<file path="src/rtl/scroll_pkg.sv">
package scroll_pkg;
  localparam int VADDR_W = 15;
  localparam int FIELD_W = 5;
  localparam int FINE_W  = 3;

  typedef struct packed {
    logic [FINE_W-1:0]  fine_y;
    logic               nt_v;
    logic               nt_h;
    logic [FIELD_W-1:0] coarse_y;
    logic [FIELD_W-1:0] coarse_x;
  } vaddr_t;
endpackage

</file>
<file path="src/rtl/scroll_dot_decode.sv">
module scroll_dot_decode #(
  parameter int DOT_W     = 9,
  parameter int TILE_LOG2 = 3,
  parameter int WIN0_LO   = 1,
  parameter int WIN0_HI   = 256,
  parameter int WIN1_LO   = 321,
  parameter int WIN1_HI   = 336,
  parameter int VERT_DOT  = 250,
  parameter int HCOPY_DOT = 256,
  parameter int FCOPY_DOT = 304
) (
  input  logic             render_en_i,
  input  logic             prerender_i,
  input  logic [DOT_W-1:0] dot_i,
  output logic             cx_inc_o,
  output logic             vert_inc_o,
  output logic             hcopy_o,
  output logic             fcopy_o
);
  localparam int NWIN = 2;
  localparam int WIN_LO [NWIN] = '{WIN0_LO, WIN1_LO};
  localparam int WIN_HI [NWIN] = '{WIN0_HI, WIN1_HI};

  logic [NWIN-1:0] win_hit;

  // A window fires on the last dot of each tile group.
  for (genvar w = 0; w < NWIN; w++) begin : g_win
    logic [DOT_W-1:0] ofs;
    logic             in_win;
    assign ofs    = dot_i - DOT_W'(WIN_LO[w]) + DOT_W'(1);
    assign in_win = (dot_i >= DOT_W'(WIN_LO[w])) && (dot_i <= DOT_W'(WIN_HI[w]));
    assign win_hit[w] = in_win && (ofs[TILE_LOG2-1:0] == '0);
  end

  assign cx_inc_o   = render_en_i && (|win_hit);
  assign vert_inc_o = render_en_i && (dot_i == DOT_W'(VERT_DOT));
  assign hcopy_o    = render_en_i && (dot_i == DOT_W'(HCOPY_DOT));
  assign fcopy_o    = render_en_i && prerender_i && (dot_i == DOT_W'(FCOPY_DOT));
endmodule

</file>
<file path="src/rtl/scroll_cx_step.sv">
module scroll_cx_step
  import scroll_pkg::*;
(
  input  vaddr_t v_i,
  input  logic   inc_i,
  output vaddr_t v_o
);
  always_comb begin
    v_o = v_i;
    if (inc_i) begin
      if (&v_i.coarse_x) begin
        v_o.coarse_x = '0;
        v_o.nt_h     = ~v_i.nt_h;
      end else begin
        v_o.coarse_x = v_i.coarse_x + 1'b1;
      end
    end
  end
endmodule

</file>
<file path="src/rtl/scroll_vert_step.sv">
module scroll_vert_step
  import scroll_pkg::*;
#(
  parameter int LAST_ROW = 29
) (
  input  vaddr_t v_i,
  input  logic   inc_i,
  output vaddr_t v_o
);
  localparam logic [FIELD_W-1:0] ROW_END = FIELD_W'(LAST_ROW);

  always_comb begin
    v_o = v_i;
    if (inc_i) begin
      if (!(&v_i.fine_y)) begin
        v_o.fine_y = v_i.fine_y + 1'b1;
      end else begin
        v_o.fine_y = '0;
        if (v_i.coarse_y == ROW_END) begin
          v_o.coarse_y = '0;
          v_o.nt_v     = ~v_i.nt_v;
        end else if (&v_i.coarse_y) begin
          v_o.coarse_y = '0;
        end else begin
          v_o.coarse_y = v_i.coarse_y + 1'b1;
        end
      end
    end
  end
endmodule

</file>
<file path="src/rtl/scroll_copy.sv">
module scroll_copy
  import scroll_pkg::*;
(
  input  vaddr_t v_i,
  input  vaddr_t t_i,
  input  logic   hcopy_i,
  input  logic   fcopy_i,
  output vaddr_t v_o
);
  always_comb begin
    v_o = v_i;
    if (fcopy_i) begin
      v_o = t_i;
    end else if (hcopy_i) begin
      v_o.nt_h     = t_i.nt_h;
      v_o.coarse_x = t_i.coarse_x;
    end
  end
endmodule

</file>
<file path="src/rtl/scroll_stepper.sv">
module scroll_stepper
  import scroll_pkg::*;
#(
  parameter int DOT_W     = 9,
  parameter int TILE_LOG2 = 3,
  parameter int WIN0_LO   = 1,
  parameter int WIN0_HI   = 256,
  parameter int WIN1_LO   = 321,
  parameter int WIN1_HI   = 336,
  parameter int VERT_DOT  = 250,
  parameter int HCOPY_DOT = 256,
  parameter int FCOPY_DOT = 304,
  parameter int LAST_ROW  = 29
) (
  input  logic               clk_i,
  input  logic               rst_ni,
  input  logic               render_en_i,
  input  logic               prerender_i,
  input  logic [DOT_W-1:0]   dot_i,
  input  logic [VADDR_W-1:0] v_i,
  input  logic [VADDR_W-1:0] t_i,
  output logic [VADDR_W-1:0] v_o
);
  logic   cx_inc, vert_inc, hcopy, fcopy;
  vaddr_t v_in, t_in, v_cx, v_vert, v_cp, v_q;

  assign v_in = vaddr_t'(v_i);
  assign t_in = vaddr_t'(t_i);

  scroll_dot_decode #(
    .DOT_W(DOT_W), .TILE_LOG2(TILE_LOG2),
    .WIN0_LO(WIN0_LO), .WIN0_HI(WIN0_HI),
    .WIN1_LO(WIN1_LO), .WIN1_HI(WIN1_HI),
    .VERT_DOT(VERT_DOT), .HCOPY_DOT(HCOPY_DOT), .FCOPY_DOT(FCOPY_DOT)
  ) u_decode (
    .render_en_i(render_en_i),
    .prerender_i(prerender_i),
    .dot_i      (dot_i),
    .cx_inc_o   (cx_inc),
    .vert_inc_o (vert_inc),
    .hcopy_o    (hcopy),
    .fcopy_o    (fcopy)
  );

  // Fixed precedence: tile step, vertical step, copy.
  scroll_cx_step u_cx (.v_i(v_in), .inc_i(cx_inc), .v_o(v_cx));

  scroll_vert_step #(.LAST_ROW(LAST_ROW)) u_vert (
    .v_i(v_cx), .inc_i(vert_inc), .v_o(v_vert)
  );

  scroll_copy u_copy (
    .v_i(v_vert), .t_i(t_in), .hcopy_i(hcopy), .fcopy_i(fcopy), .v_o(v_cp)
  );

  always_ff @(posedge clk_i or negedge rst_ni) begin
    if (!rst_ni) v_q <= '0;
    else         v_q <= v_cp;
  end

  assign v_o = v_q;
endmodule

</file>
<file path="config.mk">
export PLATFORM = sky130hd
export DESIGN_NAME = scroll_stepper
export DESIGN_NICKNAME = d
export VERILOG_FILES = /design/src/rtl/scroll_pkg.sv /design/src/rtl/scroll_dot_decode.sv /design/src/rtl/scroll_cx_step.sv /design/src/rtl/scroll_vert_step.sv /design/src/rtl/scroll_copy.sv /design/src/rtl/scroll_stepper.sv
export SDC_FILE = /design/constraint.sdc
export NUM_CORES = 1
export LEC_CHECK = 0
export ABC_AREA = 1
export BUFFER_PORTS_ARGS = -buffer_cell sky130_fd_sc_hd__buf_2
export CAP_MARGIN = 20
export CORE_UTILIZATION = 40
export DETAILED_ROUTE_END_ITERATION = 8
export PLACE_DENSITY = 0.7
export SLEW_MARGIN = 20
export SYNTH_ARGS = -nofsm -noshare
export SYNTH_HDL_FRONTEND = slang
export SYNTH_SLANG_ARGS = --single-unit
</file>
<file path="constraint.sdc">
create_clock -name clk_i -period 1.16 [get_ports clk_i]
set_input_delay 0.174 -clock clk_i [delete_from_list [all_inputs] [get_ports clk_i]]
set_output_delay 0.174 -clock clk_i [all_outputs]
set_load 0.03 [all_outputs]
</file>
==> Word level (Yosys, flattened, before mapping) <==
Index checks and enable logic that the tools add are counted.
{ "totals": {"reg_bits": 15, "latchBits": 0, "ramBits": 0, "mem_bits_ro": 0, "inputBits": 43, "elab_cells": 55, "mem_count": 0} }
{ "classes": {"n_addsub": 7, "mul": 0, "n_div": 0, "n_lt_le_gt_ge": 4, "n_eq_ne": 4, "shift": 0, "mux": 18, "bitwise": 2, "n_reduce_logical": 15} }
{ "ops": {"columns": ["operator", "count"], "rows": [
  ["two-way mux 5 bit", 9],
  ["equality test 9 bit (second input constant)", 2],
  ["<= comparator 9 bit (second input constant)", 2],
  ["adder 5 x 1 -> 5 bit (second input constant)", 2],
  ["AND reduction 5 bit", 2],
  ["adder 3 x 1 -> 3 bit (second input constant)", 3],
  ["equality test 9 x 8 -> 1 bit (second input constant)", 1],
  [">= comparator 9 x 1 -> 1 bit (second input constant)", 1],
  [">= comparator 9 bit (second input constant)", 1],
  ["logical AND 1 bit", 9],
  ["two-way mux 4 bit", 2],
  ["zero test 3 bit", 2],
  ["two-way mux 1 bit", 6],
  ["subtractor 3 x 1 -> 3 bit (second input constant)", 2],
  ["equality test 5 bit (second input constant)", 1],
  ["two-way mux 3 bit", 1],
  ["AND reduction 3 bit", 1],
  ["inverter 1 bit", 2],
  ["OR reduction 2 bit", 1]
]} }

==> Depth between registers and ports, before layout <==
{ "depth": {"ltp_word": 9, "ltp_mapped": 12, "depth_no_buf": 11} }

==> Hierarchy <==
A second synthesis with hierarchy kept.
{ "hier_totals": {"cells_unflattened": 178, "hier_area_um2": 1293.7} }
{ "by_module_without_submodules": {"columns": ["mod", "n_inst", "cells_per_inst", "area_per_inst_um2"], "rows": [
  ["scroll_stepper", 1, 15, 375.4],
  ["scroll_vert_step", 1, 51, 320.3],
  ["scroll_copy", 1, 48, 227.7],
  ["scroll_cx_step", 1, 31, 222.7],
  ["scroll_dot_decode", 1, 33, 147.6]
]} }

==> Worst setup path before layout <==
OpenSTA, ideal clock, no wires.
{ "synth_timing": {"path_type": "input -> register", "from": "in v_i[0]", "to": "reg v_q, in the netlist v_o[3]", "setup_time_ns": 0.116, "t_arrival_ns": 1.092, "required_time_ns": 1.044, "slack_ns": -0.048, "path_stages": 11, "path_cell_list": "ha_1 > inv_1 > nor3_1 > ha_1 > inv_1 > o21ai_0 > nand3_1 > nand2_1 > inv_1 > nand2_1 > nand2_1"} }
{ "synth_lines": {"columns": ["element", "line", "rtl"], "rows": [
  ["start, declared", "scroll_stepper.sv:20", "input logic [VADDR_W-1:0] v_i,"],
  ["end signal, assigned", "scroll_stepper.sv:58", "else v_q <= v_cp;"],
  ["end, declared", "scroll_stepper.sv:25", "vaddr_t v_in, t_in, v_cx, v_vert, v_cp, v_q;"]
]} }

==> impl_metrics.ini <==
[outcome]
status = finished with violations
violations = DRC

[synth]
syn-mean-instance-area_um2 = 6.598
async_flop_share = 1.000
netlist_area_um2 = 1254
yosysTopAreaCellShare = 0.2994
ys_seq_area_frac = 0.2994
synth_fp_nets = 240
synthTopCellsByCount = nand2_1 (65), inv_1 (29), nand3_1 (17), nor2_1 (16), dfrtp_1 (15)
yosysWarnings = 0
synthFlopType = dfrtp_1
synth-edff-count = 0
yosysTopAreaCell = dfrtp_1
ys_top_cells_by_area = dfrtp_1 (30%), nand2_1 (19%), inv_1 (8.7%)
ys_ff_latch = 15
synth_cell_types = 26
yosysMostFrequentCell = nand2_1
postSynthCellCount = 190

[route]
viasPerCell = 4.787
wire_per_inst_um = 10.46
dr.pass1.iters = 6
vias = 1441
drt_iter0_markers = 74
post-route-drc-count = 6
postRouteAntennaNets = 0
wirelength_um = 3147

[sta]
worst_slew_pin_slew_ps = 309.4
slew_violations = 0
period_minus_slack_ps = 1110
clock.fmax_mhz = 901.1
tns_ps = 0
timing.final.crit_share = 0.9567
hold_viol = 0
setup_viol = 0
relSlewSlack = 0.7937

[power]
clock_power_share = 0.223
power_frac_seq = 0.446
ir_drop_mv = 0.3911
p_sw_uw = 393.8
leakagePower_nw = 1.053
power_density_nw_per_um2 = 683.5
intPower_uw = 854.8
p_sw_frac = 0.3154
pwr-share-comb = 0.331

[critical_path]
worst_ep_required_time_ps = 1320
critical-path-top-delay-family = simple AND/OR/NAND/NOR gates
endpoint_kind = flip-flop
crit_path_max_fanout = 4
path_buf_inv = 3
worstSetupPathType = input port to flip-flop
crit_chain = buf_4 -> ha_4 -> inv_2 -> nor3_2 -> ha_2 -> inv_2 -> nand2_2 -> a21oi_2 -> nor2_1 -> nor2_1 -> nand2_1 -> nand2_1
crit_path_start_kind = input port
cp_slowest_cell = ha_2
cpPeakStageDelay_ps = 200
worst_ep_arrival_time_ps = 1270

[global_routing]
grt_pass1_vias = 1343
grt_pass1_wl_um = 5244
antenna_found_initial = 0
grt_max_degree = 16
grt-ovfl-total = 0
track_usage = 0.1944

[hold_path]
min_path_type = input port to flip-flop
whs_path_depth = 3
min_to = v_o[12]
min_from = t_i[12]

[clock_tree]
post-cts-setup-buffers = 0
h-tree-depth = 1
cts_sinks = 15
clockRootBuffer = clkbuf_4
clk_pin_slew_ps = 80
clockBufferDepth = 2
cts_tree = done
numCtsBuffers = 3

[floorplan]
die_area_um2 = 3362
rows = 19
start_util = 0.4395
core_um2 = 2853
die_height_um = 57.99
io_pins = 58
dieWidth_um = 57.99

[final_layout]
largest_reg_flops = 15
area_growth_pct = 45.71
fin_util = 0.6404
drive_gt1_frac = 0.3926
fin_nets = 321
stdcell_count = 301
final_cell_area_um2 = 1827
antenna_cells = 0

[placement]
portBuffers = 57
gp_congestion = 0.8342
dpl_cell_area_um2 = 1733
detailed_place_hpwl_um = 2573
post-place-cells = 296

[run]
maxCapViolations = 0
metal layers:
layer,GRT usage,share of wire
met2,0.3498,0.49
met4,0.06463,0.0092
met1,0.2451,0.45
met3,0.01563,0.048
met5,0,0
tightest hold or removal path: cells and delay by family:
family / cells / cell delay [ps]
simple gates: 2 / 90
buf+inv: 1 / 80
layout make-up:
cell class,count,area [um2]
multi-input combinational,142,808.3
sequential,15,375.4
timing repair buffer,78,459.2
inverter,31,118.9
clock buffer,4,26.28
tap,31,38.79
fill,301,1026
stage by stage:
step,hold WS [ps],setup slack [ps],power (mW)
detailed placement,83.03,-240.9,0.9543
finish,102.8,50.27,1.249
global route,94.25,-19.98,1.328
global placement,79.73,-192.0,0.9508
CTS,94.82,38.81,1.235
floorplan,-121.6,23.76,0.7605
power by group through the flow:
stage	Combinational [mW]	Clock [mW]	Sequential [mW]
floorplan	0.130	0	0.630
global placement	0.383	0	0.567
detailed placement	0.387	0	0.568
CTS	0.390	0.287	0.557
global route	0.462	0.307	0.560
finish	0.414	0.278	0.557
worst max path at each step:
stage,depth (start not counted),end,start
after global routing,12,v_o[7],v_i[5]
after global placement,12,v_o[7],v_i[5]
final,12,v_o[7],v_i[5]
after detailed placement,12,v_o[7],v_i[5]
after floorplan,11,v_o[8],v_i[5]
after CTS,12,v_o[7],v_i[5]
cell usage in the layout, fill, tap and decap left out, types with 3 or more instances in the layout:
cell type	count
clkbuf_4	3
nand2_1	63
buf_2	53
nor2_1	16
dfrtp_1	15
nor3_4	3
buf_4	23
nand3_1	17
ha_1	3
inv_1	25
inv_2	5
nand4_1	3
nor3_1	4
o21ai_0	6
nand2_2	4
repair_timing:
item	CTS	global route
endpoints found under the setup margin	0	7
hold buffers	1	0
endpoints found under the hold margin	15	0
gates resized for setup	0	20
logic make-up (layout without fill, tap and decap cells):
| kind of cell | Yosys count | after routing | synth area share |
|---|---|---|---|
| adders and majority gates | 7 | 7 | 0.06986 |
| and+or+nand+nor | 118 | 118 | 0.4481 |
| xor gates and xnor gates | 1 | 1 | 0.006987 |
| buffers and inverters | 33 | 113 | 0.1028 |
| DFF | 15 | 15 | 0.2994 |
| AOI/OAI and AO/OA | 16 | 16 | 0.07286 |
No activity file was read; power rests on OpenSTA's default activity.
